**config.mk**
```make
export PLATFORM = sky130hd
export DESIGN_NAME = ext_prefix_merge
export DESIGN_NICKNAME = d
export VERILOG_FILES = /design/src/rtl/ext_pkg.sv /design/src/rtl/ext_prefix_store.sv /design/src/rtl/ext_operand_merge.sv /design/src/rtl/ext_prefix_merge.sv
export SDC_FILE = /design/constraint.sdc
export NUM_CORES = 1
export LEC_CHECK = 0
export BUFFER_PORTS_ARGS = -buffer_cell sky130_fd_sc_hd__buf_2
export CAP_MARGIN = 10
export CELL_PAD_IN_SITES_DETAIL_PLACEMENT = 1
export CELL_PAD_IN_SITES_GLOBAL_PLACEMENT = 2
export CORE_MARGIN = 8
export CORE_UTILIZATION = 33
export DETAILED_ROUTE_END_ITERATION = 10
export GPL_ROUTABILITY_DRIVEN = 0
export GPL_TIMING_DRIVEN = 0
export HOLD_SLACK_MARGIN = 0.15
export PLACE_DENSITY = 0.91
export SKIP_LAST_GASP = 1
export SLEW_MARGIN = 25
export SYNTH_ARGS = -nofsm -noshare
export SYNTH_HDL_FRONTEND = slang
export SYNTH_SLANG_ARGS = --single-unit
```
**constraint.sdc**
```tcl
create_clock -name clk -period 2.3 [get_ports clk]
set_clock_uncertainty 0.05 [all_clocks]
set_input_delay 0.115 -clock clk [delete_from_list [all_inputs] [get_ports clk]]
set_output_delay 0.115 -clock clk [all_outputs]
set_load 0.005 [all_outputs]
```
**src/rtl/ext_pkg.sv**
```systemverilog
package ext_pkg;
  localparam int unsigned MAX_PFX = 2;
  localparam int unsigned SHORT_W = 7;
  localparam int unsigned LONG_W  = 10;

  typedef enum logic [1:0] {
    KIND_REL7  = 2'd0,
    KIND_REL10 = 2'd1,
    KIND_ABS7  = 2'd2,
    KIND_RSVD  = 2'd3
  } opnd_kind_e;
endpackage

```
**src/rtl/ext_prefix_store.sv**
```systemverilog
module ext_prefix_store #(
  parameter int unsigned PFX_W = 13,
  parameter int unsigned SLOTS = 2,
  parameter int unsigned CNT_W = $clog2(SLOTS + 1)
) (
  input  logic             clk,
  input  logic             rst_n,
  input  logic             push_i,
  input  logic             clear_i,
  input  logic [PFX_W-1:0] imm_i,
  output logic [CNT_W-1:0] cnt_o,
  output logic [PFX_W-1:0] slot_o [SLOTS],
  output logic             overrun_o
);
  localparam logic [CNT_W-1:0] FULL = CNT_W'(SLOTS);

  logic [CNT_W-1:0] cnt_q, cnt_d;
  logic [PFX_W-1:0] slot_q [SLOTS];
  logic [PFX_W-1:0] slot_d [SLOTS];
  logic             full;
  logic             upd_en;

  assign full      = (cnt_q == FULL);
  assign upd_en    = push_i | clear_i;
  assign overrun_o = push_i & ~clear_i & full;

  always_comb begin
    cnt_d = cnt_q;
    if (clear_i) begin
      cnt_d = '0;
    end else if (push_i && !full) begin
      cnt_d = cnt_q + 1'b1;
    end
  end

  for (genvar g = 0; g < SLOTS; g++) begin : g_slot
    always_comb begin
      slot_d[g] = slot_q[g];
      if (clear_i) begin
        slot_d[g] = '0;
      end else if (push_i) begin
        if (full) begin
          if (g == SLOTS - 1) begin
            slot_d[g] = imm_i;
          end else begin
            slot_d[g] = slot_q[(g + 1) % SLOTS];
          end
        end else if (cnt_q == CNT_W'(g)) begin
          slot_d[g] = imm_i;
        end
      end
    end

    always_ff @(posedge clk or negedge rst_n) begin
      if (!rst_n) begin
        slot_q[g] <= '0;
      end else if (upd_en) begin
        slot_q[g] <= slot_d[g];
      end
    end

    assign slot_o[g] = slot_q[g];
  end

  always_ff @(posedge clk or negedge rst_n) begin
    if (!rst_n) begin
      cnt_q <= '0;
    end else if (upd_en) begin
      cnt_q <= cnt_d;
    end
  end

  assign cnt_o = cnt_q;
endmodule

```
**src/rtl/ext_operand_merge.sv**
```systemverilog
module ext_operand_merge
  import ext_pkg::*;
#(
  parameter int unsigned PFX_W = 13,
  parameter int unsigned IMM_W = 10,
  parameter int unsigned OUT_W = 24,
  parameter int unsigned CNT_W = 2
) (
  input  logic [CNT_W-1:0] cnt_i,
  input  logic [PFX_W-1:0] first_i,
  input  logic [PFX_W-1:0] second_i,
  input  opnd_kind_e       kind_i,
  input  logic [IMM_W-1:0] imm_i,
  output logic [OUT_W-1:0] opnd_o,
  output logic             unsup_o
);
  localparam int unsigned R7_HI  = OUT_W - PFX_W - SHORT_W - 1;
  localparam int unsigned A7_HI  = OUT_W - PFX_W - SHORT_W;
  localparam int unsigned R7_SH  = SHORT_W + 1;
  localparam int unsigned R10_SH = LONG_W + 1;

  function automatic logic [OUT_W-1:0] sext_at(input logic [OUT_W-1:0] v,
                                               input int unsigned msb);
    logic [OUT_W-1:0] r;
    r = v;
    for (int b = 0; b < OUT_W; b++) begin
      if (b > msb) r[b] = v[msb];
    end
    return r;
  endfunction

  logic [OUT_W-1:0] near7, near10, abs7;
  logic [OUT_W-1:0] rel7_0, rel7_1, rel7_2;
  logic [OUT_W-1:0] rel10_0, rel10_1, rel10_2;
  logic [OUT_W-1:0] abs7_0, abs7_1, abs7_2;

  assign near7  = OUT_W'({imm_i[SHORT_W-1:0], 1'b0});
  assign near10 = OUT_W'({imm_i[LONG_W-1:0], 1'b0});
  assign abs7   = OUT_W'(imm_i[SHORT_W-1:0]);

  assign rel7_0 = sext_at(near7, SHORT_W);
  assign rel7_1 = sext_at((OUT_W'(first_i) << R7_SH) | near7, PFX_W + SHORT_W);
  assign rel7_2 = (OUT_W'(first_i[R7_HI-1:0]) << (PFX_W + R7_SH))
                | (OUT_W'(second_i) << R7_SH) | near7;

  assign rel10_0 = sext_at(near10, LONG_W);
  assign rel10_1 = sext_at((OUT_W'(first_i) << R10_SH) | near10, PFX_W + LONG_W);
  assign rel10_2 = sext_at((OUT_W'(second_i) << R10_SH) | near10, PFX_W + LONG_W);

  assign abs7_0 = abs7;
  assign abs7_1 = sext_at((OUT_W'(first_i) << SHORT_W) | abs7, PFX_W + SHORT_W - 1);
  assign abs7_2 = (OUT_W'(first_i[A7_HI-1:0]) << (PFX_W + SHORT_W))
                | (OUT_W'(second_i) << SHORT_W) | abs7;

  always_comb begin
    opnd_o  = '0;
    unsup_o = 1'b0;
    case (kind_i)
      KIND_REL7: begin
        case (cnt_i)
          CNT_W'(0): opnd_o = rel7_0;
          CNT_W'(1): opnd_o = rel7_1;
          default:   opnd_o = rel7_2;
        endcase
      end
      KIND_REL10: begin
        case (cnt_i)
          CNT_W'(0): opnd_o = rel10_0;
          CNT_W'(1): opnd_o = rel10_1;
          default: begin
            opnd_o  = rel10_2;
            unsup_o = 1'b1;
          end
        endcase
      end
      KIND_ABS7: begin
        case (cnt_i)
          CNT_W'(0): opnd_o = abs7_0;
          CNT_W'(1): opnd_o = abs7_1;
          default:   opnd_o = abs7_2;
        endcase
      end
      default: begin
        opnd_o  = '0;
        unsup_o = 1'b1;
      end
    endcase
  end
endmodule

```
**src/rtl/ext_prefix_merge.sv**
```systemverilog
module ext_prefix_merge
  import ext_pkg::*;
#(
  parameter int unsigned PFX_W = 13,
  parameter int unsigned IMM_W = 10,
  parameter int unsigned OUT_W = 24
) (
  input  logic             clk,
  input  logic             rst_n,
  input  logic             pfx_valid_i,
  input  logic [PFX_W-1:0] pfx_imm_i,
  input  logic             ins_valid_i,
  input  logic [1:0]       ins_kind_i,
  input  logic [IMM_W-1:0] ins_imm_i,
  output logic [OUT_W-1:0] opnd_o,
  output logic             opnd_valid_o,
  output logic             pfx_overrun_o,
  output logic             combo_unsup_o
);
  localparam int unsigned CNT_W = $clog2(MAX_PFX + 1);

  logic [1:0]       rst_pipe_q;
  logic             rst_sync_n;
  logic             push;
  logic [CNT_W-1:0] pfx_cnt;
  logic [PFX_W-1:0] slots [MAX_PFX];
  logic [OUT_W-1:0] merged;
  logic             unsup;
  logic             overrun;

  always_ff @(posedge clk or negedge rst_n) begin
    if (!rst_n) begin
      rst_pipe_q <= '0;
    end else begin
      rst_pipe_q <= {rst_pipe_q[0], 1'b1};
    end
  end
  assign rst_sync_n = rst_pipe_q[1];

  assign push = pfx_valid_i & ~ins_valid_i;

  ext_prefix_store #(
    .PFX_W (PFX_W),
    .SLOTS (MAX_PFX),
    .CNT_W (CNT_W)
  ) u_store (
    .clk       (clk),
    .rst_n     (rst_sync_n),
    .push_i    (push),
    .clear_i   (ins_valid_i),
    .imm_i     (pfx_imm_i),
    .cnt_o     (pfx_cnt),
    .slot_o    (slots),
    .overrun_o (overrun)
  );

  ext_operand_merge #(
    .PFX_W (PFX_W),
    .IMM_W (IMM_W),
    .OUT_W (OUT_W),
    .CNT_W (CNT_W)
  ) u_merge (
    .cnt_i    (pfx_cnt),
    .first_i  (slots[0]),
    .second_i (slots[MAX_PFX-1]),
    .kind_i   (opnd_kind_e'(ins_kind_i)),
    .imm_i    (ins_imm_i),
    .opnd_o   (merged),
    .unsup_o  (unsup)
  );

  assign opnd_o        = ins_valid_i ? merged : '0;
  assign opnd_valid_o  = ins_valid_i;
  assign combo_unsup_o = ins_valid_i & unsup;
  assign pfx_overrun_o = overrun;
endmodule

```
==> out/metrics.yaml, run 1 <==
grt_pass1_wl_microns: 14300
place_hpwl_microns: 6580
fillers: 888
clock_path_buffers: 2
syn_nets: 313
maxCapViolCount: 0
yosysMostFrequentCell: "dfrtp_1"
rows: 32
ys_seq_area_share_pct: 29.9
worstPathArrival_ns: 2.12
clk_pin_slew_worst_paths_ns: 0.07
worst_slack_ns: 0.0199
dieHeight_microns: 103
setup_tns_ns: 0
synth.distinct_cells: 39
clock_sinks: 30
antenna_found_initial: 0
path_class: "reg -> out"
crit_path_cell_trace: "inv_2 -> ha_4 -> buf_6 -> buf_4 -> or3_4 -> o311ai_2 -> a31oi_2 -> buf_2"
synth.avg_cell_area_sq_um: 8.94
hold_viol: 0
drtIter0Drc: 105
crit_family: "buffers and inverters"
slew_violations: 0
irDropWorstVdd_v: 0.000228
synth_common_cells: "dfrtp_1 (30), mux2_2 (26), o311ai_0 (25)"
cp_slowest_cell: "or3_4"
ys_ff_latch: 30
power_mw: 2.18
cp-start-kind: "flip-flop"
cp-end-kind: "output port"
status: "finished, final reports clean"
via_per_inst: 5.82
antennaDiodeCount: 0
via_count: 2650
setup_viol: 0
cts-buffers-inserted: 5
hold_class: "in -> reg"
synth_top_area_share_pct: 29.9
area_growth_pct: 41.0
synth_area_sq_um: 2510
start_util_pct: 33.2
slowest_delay_ns: 0.42
wl_per_cell_microns: 21.5
rsz0062_at_grt: "true"
fin_util_pct: 46.8
ys_warn_count: 0
max_freq_mhz: 439
synth_largest_area_cell: "dfrtp_1"
tightest_slew_ns: 0.807
cts-root-buf: "clkbuf_8"
place_inst: 438
worstSkewPairLatency_ns: 0.30
cts_tree: "yes"
pre_cts_slack_ns: -0.00783
core-area_sq_um: 7570
path_buf_inv: 4
ant_nets: 0
p_per_area_nw_per_um2: 615
ys.flop_type: "dfrtp_1"
synthCells: 281
layout-drive-gt1-share_pct: 47.6
ios: 56
first_pass_iters: 4
port_buffers: 55
drc: 0
cp_max_fo: 10
grt_overflow: 0
stdcell_count: 455
htreeDepth: 2
critical_path_required_ns: 2.13
grt_max_degree: 29
routed_wl_microns: 9760
die_area_sq_um: 10700
die_w_microns: 103
maxSlewHeadroom_pct: 46.2
synth_enable_flop_cells: 0
fin_nets: 384
leakage_nw: 1.39
fin_crit_sh_pct: 99.1
synth_area_leaders: "dfrtp_1 (30%), mux2_2 (12%), o311ai_0 (8.7%)"
first_global_vias: 2720
ys_async_sr_fraction_pct: 100
track_usage_pct: 17.4
period_needed_ns: 2.28
power breakdown:
part / total [mW] / switching (mW) / internal (mW) / leakage (nW)
Clock: 0.548 / 0.229 / 0.319 / 0.0579
Sequential: 0.665 / 0.0740 / 0.591 / 0.384
Combinational: 0.964 / 0.526 / 0.439 / 0.947
Total: 2.18 / 0.829 / 1.35 / 1.39
what timing repair did:
action | in CTS | in global routing
gates cloned | 0 | 1
hold buffers | 6 | 0
endpoints found under the hold margin | 6 | 0
pin swaps | 7 | 16
buffers inserted | 3 | 0
endpoints found under the setup margin | 18 | 16
gates resized for setup | 52 | 74
logic make-up after synthesis:
family	Yosys count	synth area share [%]
flip-flops	30	29.9
XOR/XNOR	1	0.349
buffers and inverters	33	6.18
adder cells (fa/ha/maj)	3	1.49
AND/OR/NAND/NOR	98	22.9
other	1	0.149
AO/OA/AOI/OAI	75	21.8
multiplexers	40	17.2
worst paths after layout:
check,cells after the start,slack (ns),from,endpoint
hold / removal,3,0.14,pfx_imm_i[0],u_store.slot_o[0]$_DFFE_PN0P_
hold reg to reg,0,0.25,rst_pipe_q[1]$_DFF_PN0_,u_store.cnt_o[1]$_DFFE_PN0P_
min in group asynchronous,0,0.25,rst_pipe_q[1]$_DFF_PN0_,u_store.cnt_o[1]$_DFFE_PN0P_
setup / recovery,8,0.02,u_store.cnt_o[1]$_DFFE_PN0P_,opnd_o[18]
max in group asynchronous,3,1.45,rst_n,rst_pipe_q[1]$_DFF_PN0_
setup reg to reg,7,0.12,u_store.cnt_o[1]$_DFFE_PN0P_,u_store.slot_o[6]$_DFFE_PN0P_
cells in the final DEF, fill, tap and decap left out, drive strengths merged:
master       synthesis  routed
a211o                1       1
a21bo                1       1
a21boi               1       1
a21oi                2       2
a311o                1       1
a31oi               15      15
a32oi                6       6
and2                15      15
and2b                1       1
and3b                1       1
and4                 1       1
buf                 14      78
bufinv               0       1
clkbuf              16      15
clkinv               1       3
conb                 1       1
dfrtp               30      30
dlygate4sd3          0       6
ha                   3       3
inv                  2       2
mux2                26      26
mux2i               14      14
nand2                8       8
nor2                19      19
nor2b               21      21
nor3b               15      15
o21a                 2       2
o21ai               16      16
o21bai               1       1
o221ai               1       1
o311ai              27      27
o31ai                1       1
or2                  1       1
or3                 15      15
or3b                 1       1
xnor2                1       1
per-stage QoR:
step	cell area [sq um]	hold slack, ns
global route	3540	0.156
finish	3540	0.143
global placement	2920	-0.149
detailed placement	2920	-0.150
floorplan	2510	-0.231
CTS	3240	0.150
flip-flops by register name, summed over array words and instances, names as in the netlist:
name,cells
rst_pipe_q,2
u_store.slot_o,26
u_store.cnt_o,2
worst min-delay path: cells and delay by family:
kind | cells | cell delay, ns
mux | 1 | 0.14
simple gates | 1 | 0.11
buf+inv | 1 | 0.09
final cells by class:
| type | instances | area [sq um] | area share (%) |
|---|---|---|---|
| Tap cell | 102 | 128 | 3.60 |
| Timing Repair Buffer | 65 | 367 | 10.3 |
| Clock buffer | 5 | 68.8 | 1.94 |
| Multi-Input combinational cell | 218 | 1950 | 55.0 |
| Inverter | 3 | 11.3 | 0.318 |
| Sequential cell | 30 | 752 | 21.2 |
| Clock inverter | 3 | 40.0 | 1.13 |
| Buffer | 29 | 226 | 6.39 |
metal layers:
layer / up-vias / global-route usage [%] / wire (microns)
li1: 1192 / - / -
met1: 1360 / 22.5 / 4140
met2: 85 / 28.5 / 4810
met3: 13 / 2.81 / 640
met4: 0 / 6.45 / 173
met5: - / 0 / 0
(Power assumes the default switching activity.)
==> inputs of run 2 (changes only) <==
- MAX_ROUTING_LAYER: not set -> met4
- SETUP_SLACK_MARGIN: not set -> 0.5
==> run 2 against run 1 <==
Net effect: the flow now finishes with violations (setup timing); global-route usage is 4.2 points higher; clock-buffer cell count up 1; cell count is 4.4% higher; first-iteration DRC count rose by 37%; non-clock buffer count grew 20; routed wire length grew 28%; clock power decreased by 16%; sequential share of layout area down 3.4 points.
==> out/metrics.yaml, run 2 (synthesis gave the netlist of run 1 again) <==
status: "finished, violations left"
violations: "setup timing"
ios: 56
path_class: "reg -> out"
antennaDiodeCount: 0
fillers: 827
power_mw: 2.54
worst_slack_ns: -0.0269
clock_path_buffers: 2
max_freq_mhz: 430
cts_tree: "yes"
area_growth_pct: 68.0
start_util_pct: 33.2
fin_crit_sh_pct: 101
port_buffers: 55
maxCapViolCount: 0
clk_pin_slew_worst_paths_ns: 0.07
hold_class: "in -> reg"
slew_violations: 0
via_count: 2858
place_hpwl_microns: 6580
grt_busiest_layer: "met2"
routed_wl_microns: 12500
layout-drive-gt1-share_pct: 56.8
r2r_setup_slack_ns: 0.26
drc: 0
period_needed_ns: 2.33
cts-buffers-inserted: 5
met3_usage_pct: 2.95
die_w_microns: 103
use_met1_pct: 25.3
setup_viol: 1
drtIter0Drc: 144
grt_overflow: 0
grt_pass1_wl_microns: 17000
worstPathArrival_ns: 2.16
rsz0062_at_grt: "true"
first_global_vias: 3001
fin_nets: 404
via_per_inst: 6.02
fin_util_pct: 55.8
layout_commonest_cell: "buf_2"
irDropWorstVdd_v: 0.000308
track_usage_pct: 21.6
grt_use_met2_pct: 37.3
tightest_slew_ns: 0.891
p_per_area_nw_per_um2: 601
htreeDepth: 2
rows: 32
reg2reg_from: "u_store.cnt_o[0]$_DFFE_PN0P_"
worstSkewPairLatency_ns: 0.31
dieHeight_microns: 103
cts-root-buf: "clkbuf_8"
ant_nets: 0
min-delay-start: "pfx_imm_i[6]"
critical_path_required_ns: 2.13
hold_viol: 0
die_area_sq_um: 10700
grt_max_degree: 29
crit_start: "u_store.cnt_o[0]$_DFFE_PN0P_"
wl_per_cell_microns: 26.3
core-area_sq_um: 7570
leakage_nw: 1.65
cp-end-kind: "output port"
clock_sinks: 30
largest_reg_flops: 26
cp_max_fo: 10
cp-start-kind: "flip-flop"
maxSlewHeadroom_pct: 40.5
antenna_found_initial: 0
first_pass_iters: 5
final_cell_mix: "buf_2 (57), dfrtp_1 (28), mux2_4 (23)"
[run 2: cell types whose count changed in the layout (fill, tap and decap cells not counted), sizes merged]
cell | previous run | this run
buf | 78 | 95
clkinvlp | 0 | 2
bufbuf | 0 | 1
clkinv | 3 | 1
dlygate4sd3 | 6 | 5
bufinv | 1 | 0
clkbuf | 15 | 19
[run 2: stage by stage]
| step | cells | TNS, ns | setup WS [ns] | hold slack [ns] | cell area, sq um |
|---|---|---|---|---|---|
| after floorplan | 281 | 0 | 0.507 | -0.231 | 2510 |
| after global routing | 475 | -0.169 | -0.0585 | 0.161 | 4220 |
| final | 475 | -0.0269 | -0.0269 | 0.142 | 4220 |
| after CTS | 470 | 0 | 0.0675 | 0.154 | 3850 |
| after global placement | 438 | 0 | 0.0330 | -0.149 | 2920 |
| after detailed placement | 438 | -0.0213 | -0.0170 | -0.149 | 2920 |
[run 2: path summary, 6_finish.rpt]
kind | endpoint | cells after the start
worst max-delay path | opnd_o[23] | 7
worst min-delay path | u_store.slot_o[6]$_DFFE_PN0P_ | 3
worst max register to register | u_store.slot_o[22]$_DFFE_PN0P_ | 9
worst min register to register | u_store.slot_o[14]$_DFFE_PN0P_ | 0
max in group asynchronous | rst_pipe_q[1]$_DFF_PN0_ | 3
min in group asynchronous | u_store.slot_o[14]$_DFFE_PN0P_ | 0
[run 2: where the power goes]
part	total (mW)	leakage, nW	switching [mW]	internal, mW
Combinational	1.39	1.23	0.704	0.691
Clock	0.460	0.0374	0.247	0.213
Sequential	0.682	0.383	0.0900	0.592
Total	2.54	1.65	1.04	1.50
[run 2: repair_timing]
item	4_1_cts	5_1_grt
endpoints found under the setup margin	46	53
hold buffers	5	0
setup buffers	13	3
gates resized for setup	156	76
endpoints found under the hold margin	5	0
pin swaps	25	18
cloned	6	2
[run 2: final cells by class]
type	instances	area [sq um]	area share [%]
timing repair buffer	84	619	14.7
multi-input combinational	218	2260	53.5
inverter	3	11.3	0.267
buffer	30	364	8.63
clock buffer	6	72.6	1.72
sequential	30	753	17.8
clock inverter	2	15.0	0.356
tap	102	128	3.02
[run 2: worst max-delay path, stage by stage (launching register included)]
cell and delay (ns):
dfrtp_2 0.44, ha_4 0.18, buf_4 0.16, and2_1 0.15, buf_4 0.19, o311ai_2 0.38, a31oi_1 0.19, buf_2 0.17
[run 2: layer usage]
metal	vias up	part of all wire, %
met5	-	0
met2	145	50
met1	1438	40
li1	1246	-
met4	0	2.7
met3	29	7.5
==> inputs of run 3 (changes only) <==
- BUFFER_PORTS_ARGS: -buffer_cell sky130_fd_sc_hd__buf_2 -> not set
- CORE_UTILIZATION: 33 -> 38
- DONT_BUFFER_PORTS: not set -> 1
- PLACE_DENSITY: 0.91 -> 0.89
==> run 3 against run 2 <==
Net effect: the run now ends clean; power increased by 5.2%; global-route usage is 3.8 points higher; die area shrank 11%; fmax is 4.7% higher; flip-flop and latch count unchanged; first-iteration DRC count increased by 2.1%; critical endpoint is now opnd_o[18]; highest routed layer unchanged.
==> out/metrics.yaml, run 3 (synthesis gave the netlist of run 1 again) <==
clkPwrFrac_pct: 16.6
dieHeight_microns: 97.3
fillers: 599
routed_wl_microns: 13600
critical_path_required_ns: 2.13
core-area_sq_um: 6390
ant_nets: 0
worstPathArrival_ns: 2.06
start_util_pct: 39.3
hold_viol: 0
die_area_sq_um: 9470
drc: 0
ios: 56
setup_tns_ns: 0
min_delay_worst_endpoint: "u_store.slot_o[20]$_DFFE_PN0P_"
p_seq_share_pct: 26.1
cp-start-kind: "flip-flop"
cp-end-kind: "output port"
holdPathStages: 3
maxCapViolCount: 0
die_w_microns: 97.3
track_usage_pct: 25.5
first_pass_iters: 5
grt_overflow: 0
layout_commonest_cell: "dfrtp_1"
p_switching_mw: 1.07
crit_family: "compound AO/OA/AOI/OAI gates"
worstSkewPairLatency_ns: 0.29
fin_crit_sh_pct: 96.6
clk_pin_slew_worst_paths_ns: 0.07
slew_violations: 0
final_cell_mix: "dfrtp_1 (28), nor2b_1 (20), mux2_4 (18)"
hold_class: "in -> reg"
whs_ns: 0.164
grt_pass1_wl_microns: 18600
cts_tree: "yes"
port_buffers: 0
power.internal_mw: 1.59
leakage_nw: 1.52
irDropWorstVdd_v: 0.000628
via_per_inst: 7.02
cts-buffers-inserted: 5
met3_usage_pct: 4.20
grt_busiest_layer: "met2"
fin_nets: 363
cp_slowest_cell: "dfrtp_1"
reg2reg_from: "u_store.cnt_o[1]$_DFFE_PN0P_"
p_per_area_nw_per_um2: 621
setup_viol: 0
largest_reg_flops: 26
layout-drive-gt1-share_pct: 54.2
use_met1_pct: 29.0
period_needed_ns: 2.22
max_freq_mhz: 450
path_buf_inv: 3
via_count: 2873
rows: 29
rsz0062_at_grt: "true"
clock_path_buffers: 2
clock_sinks: 30
antenna_found_initial: 0
cts-root-buf: "clkbuf_8"
maxSlewHeadroom_pct: 28.6
first_global_vias: 3026
switching_share_pct: 40.3
pwr-share-comb_pct: 57.2
grt_max_degree: 29
status: "finished, final reports clean"
drtIter0Drc: 147
min-delay-start: "ins_valid_i"
antennaDiodeCount: 0
crit_path_cell_trace: "inv_2 -> ha_4 -> buf_8 -> buf_4 -> nand2_1 -> a211o_1 -> a31oi_4"
slowest_delay_ns: 0.41
area_growth_pct: 70.9
tightest_slew_ns: 1.07
place_hpwl_microns: 6210
r2r_end: "u_store.slot_o[17]$_DFFE_PN0P_"
grt_use_met2_pct: 43.0
r2r_setup_slack_ns: 0.26
wl_per_cell_microns: 33.3
r2r_cells: 9
path_class: "reg -> out"
htreeDepth: 2
cp_max_fo: 10
run 3: cell count changes in the layout (fill, tap and decap cells not counted), moves of 4 or more:
cell and change:
clkbuf_16 +5, and2_4 +4, a31oi_2 +9, mux2_4 -5, buf_2 -55, mux2_2 +5
dlygate4sd3_1 +11, a31oi_1 -9
run 3: timing repair:
| item | CTS | global route |
|---|---|---|
| resized for setup | 193 | 63 |
| hold endpoints to repair | 30 | 0 |
| buffers inserted | 13 | 2 |
| hold buffers | 16 | 0 |
| setup endpoints to repair | 46 | 54 |
| cloned | 7 | 5 |
| pin swaps | 26 | 28 |
run 3: how the worst max path moves through the flow:
stage,start,cells past startpoint,to
after floorplan,u_store.cnt_o[0]$_DFFE_PN0P_,7,u_store.slot_o[13]$_DFFE_PN0P_
after global placement,u_store.cnt_o[0]$_DFFE_PN0P_,7,opnd_o[12]
after detailed placement,u_store.cnt_o[0]$_DFFE_PN0P_,7,opnd_o[12]
after CTS,u_store.cnt_o[0]$_DFFE_PN0P_,7,opnd_o[15]
after global routing,u_store.cnt_o[1]$_DFFE_PN0P_,8,opnd_o[15]
final,u_store.cnt_o[1]$_DFFE_PN0P_,7,opnd_o[18]
run 3: cell type report:
| class | instances | area (sq um) | share of cell area, % |
|---|---|---|---|
| plain buffers | 30 | 370 | 8.62 |
| clock buffers | 7 | 86.3 | 2.01 |
| clock inverters | 1 | 5.00 | 0.117 |
| inverters | 3 | 11.3 | 0.262 |
| multi-input cells | 218 | 2410 | 56.2 |
| flip-flops and latches | 30 | 753 | 17.5 |
| well taps | 77 | 96.3 | 2.24 |
| repair buffers | 43 | 557 | 13.0 |
run 3: through the flow:
stage | std cells | cell area [sq um] | power (mW) | worst slack (ns) | utilization [%]
after global routing | 409 | 4290 | 2.74 | 0.0411 | 67.2
after CTS | 402 | 3920 | 2.30 | 0.204 | 61.3
final | 409 | 4290 | 2.67 | 0.0778 | 67.2
after global placement | 358 | 2610 | 1.25 | 0.105 | 40.9
after floorplan | 281 | 2510 | 1.09 | 0.507 | -
after detailed placement | 358 | 2610 | 1.26 | 0.161 | 40.9
run 3: worst register-to-register path: stages (launching register included):
cell       delay, ns
dfrtp_1         0.41
buf_4           0.15
buf_6           0.12
ha_4            0.15
buf_6           0.12
buf_8           0.13
bufbuf_16       0.27
mux2i_1         0.19
nor2_1          0.06
mux2_4          0.28
run 3: metal layers:
layer | wire length, microns | vias to the layer above
li1 | - | 1174
met1 | 5440 | 1468
met2 | 6750 | 175
met3 | 797 | 56
met4 | 628 | 0
met5 | 0 | -
run 3: power by group through the flow:
stage               sequential (mW)  combinational (mW)  clock [mW]
floorplan                     0.639               0.449           0
global placement              0.668               0.577           0
detailed placement            0.673               0.588           0
CTS                           0.667                1.19       0.446
global route                  0.699                1.57       0.473
finish                        0.696                1.53       0.444
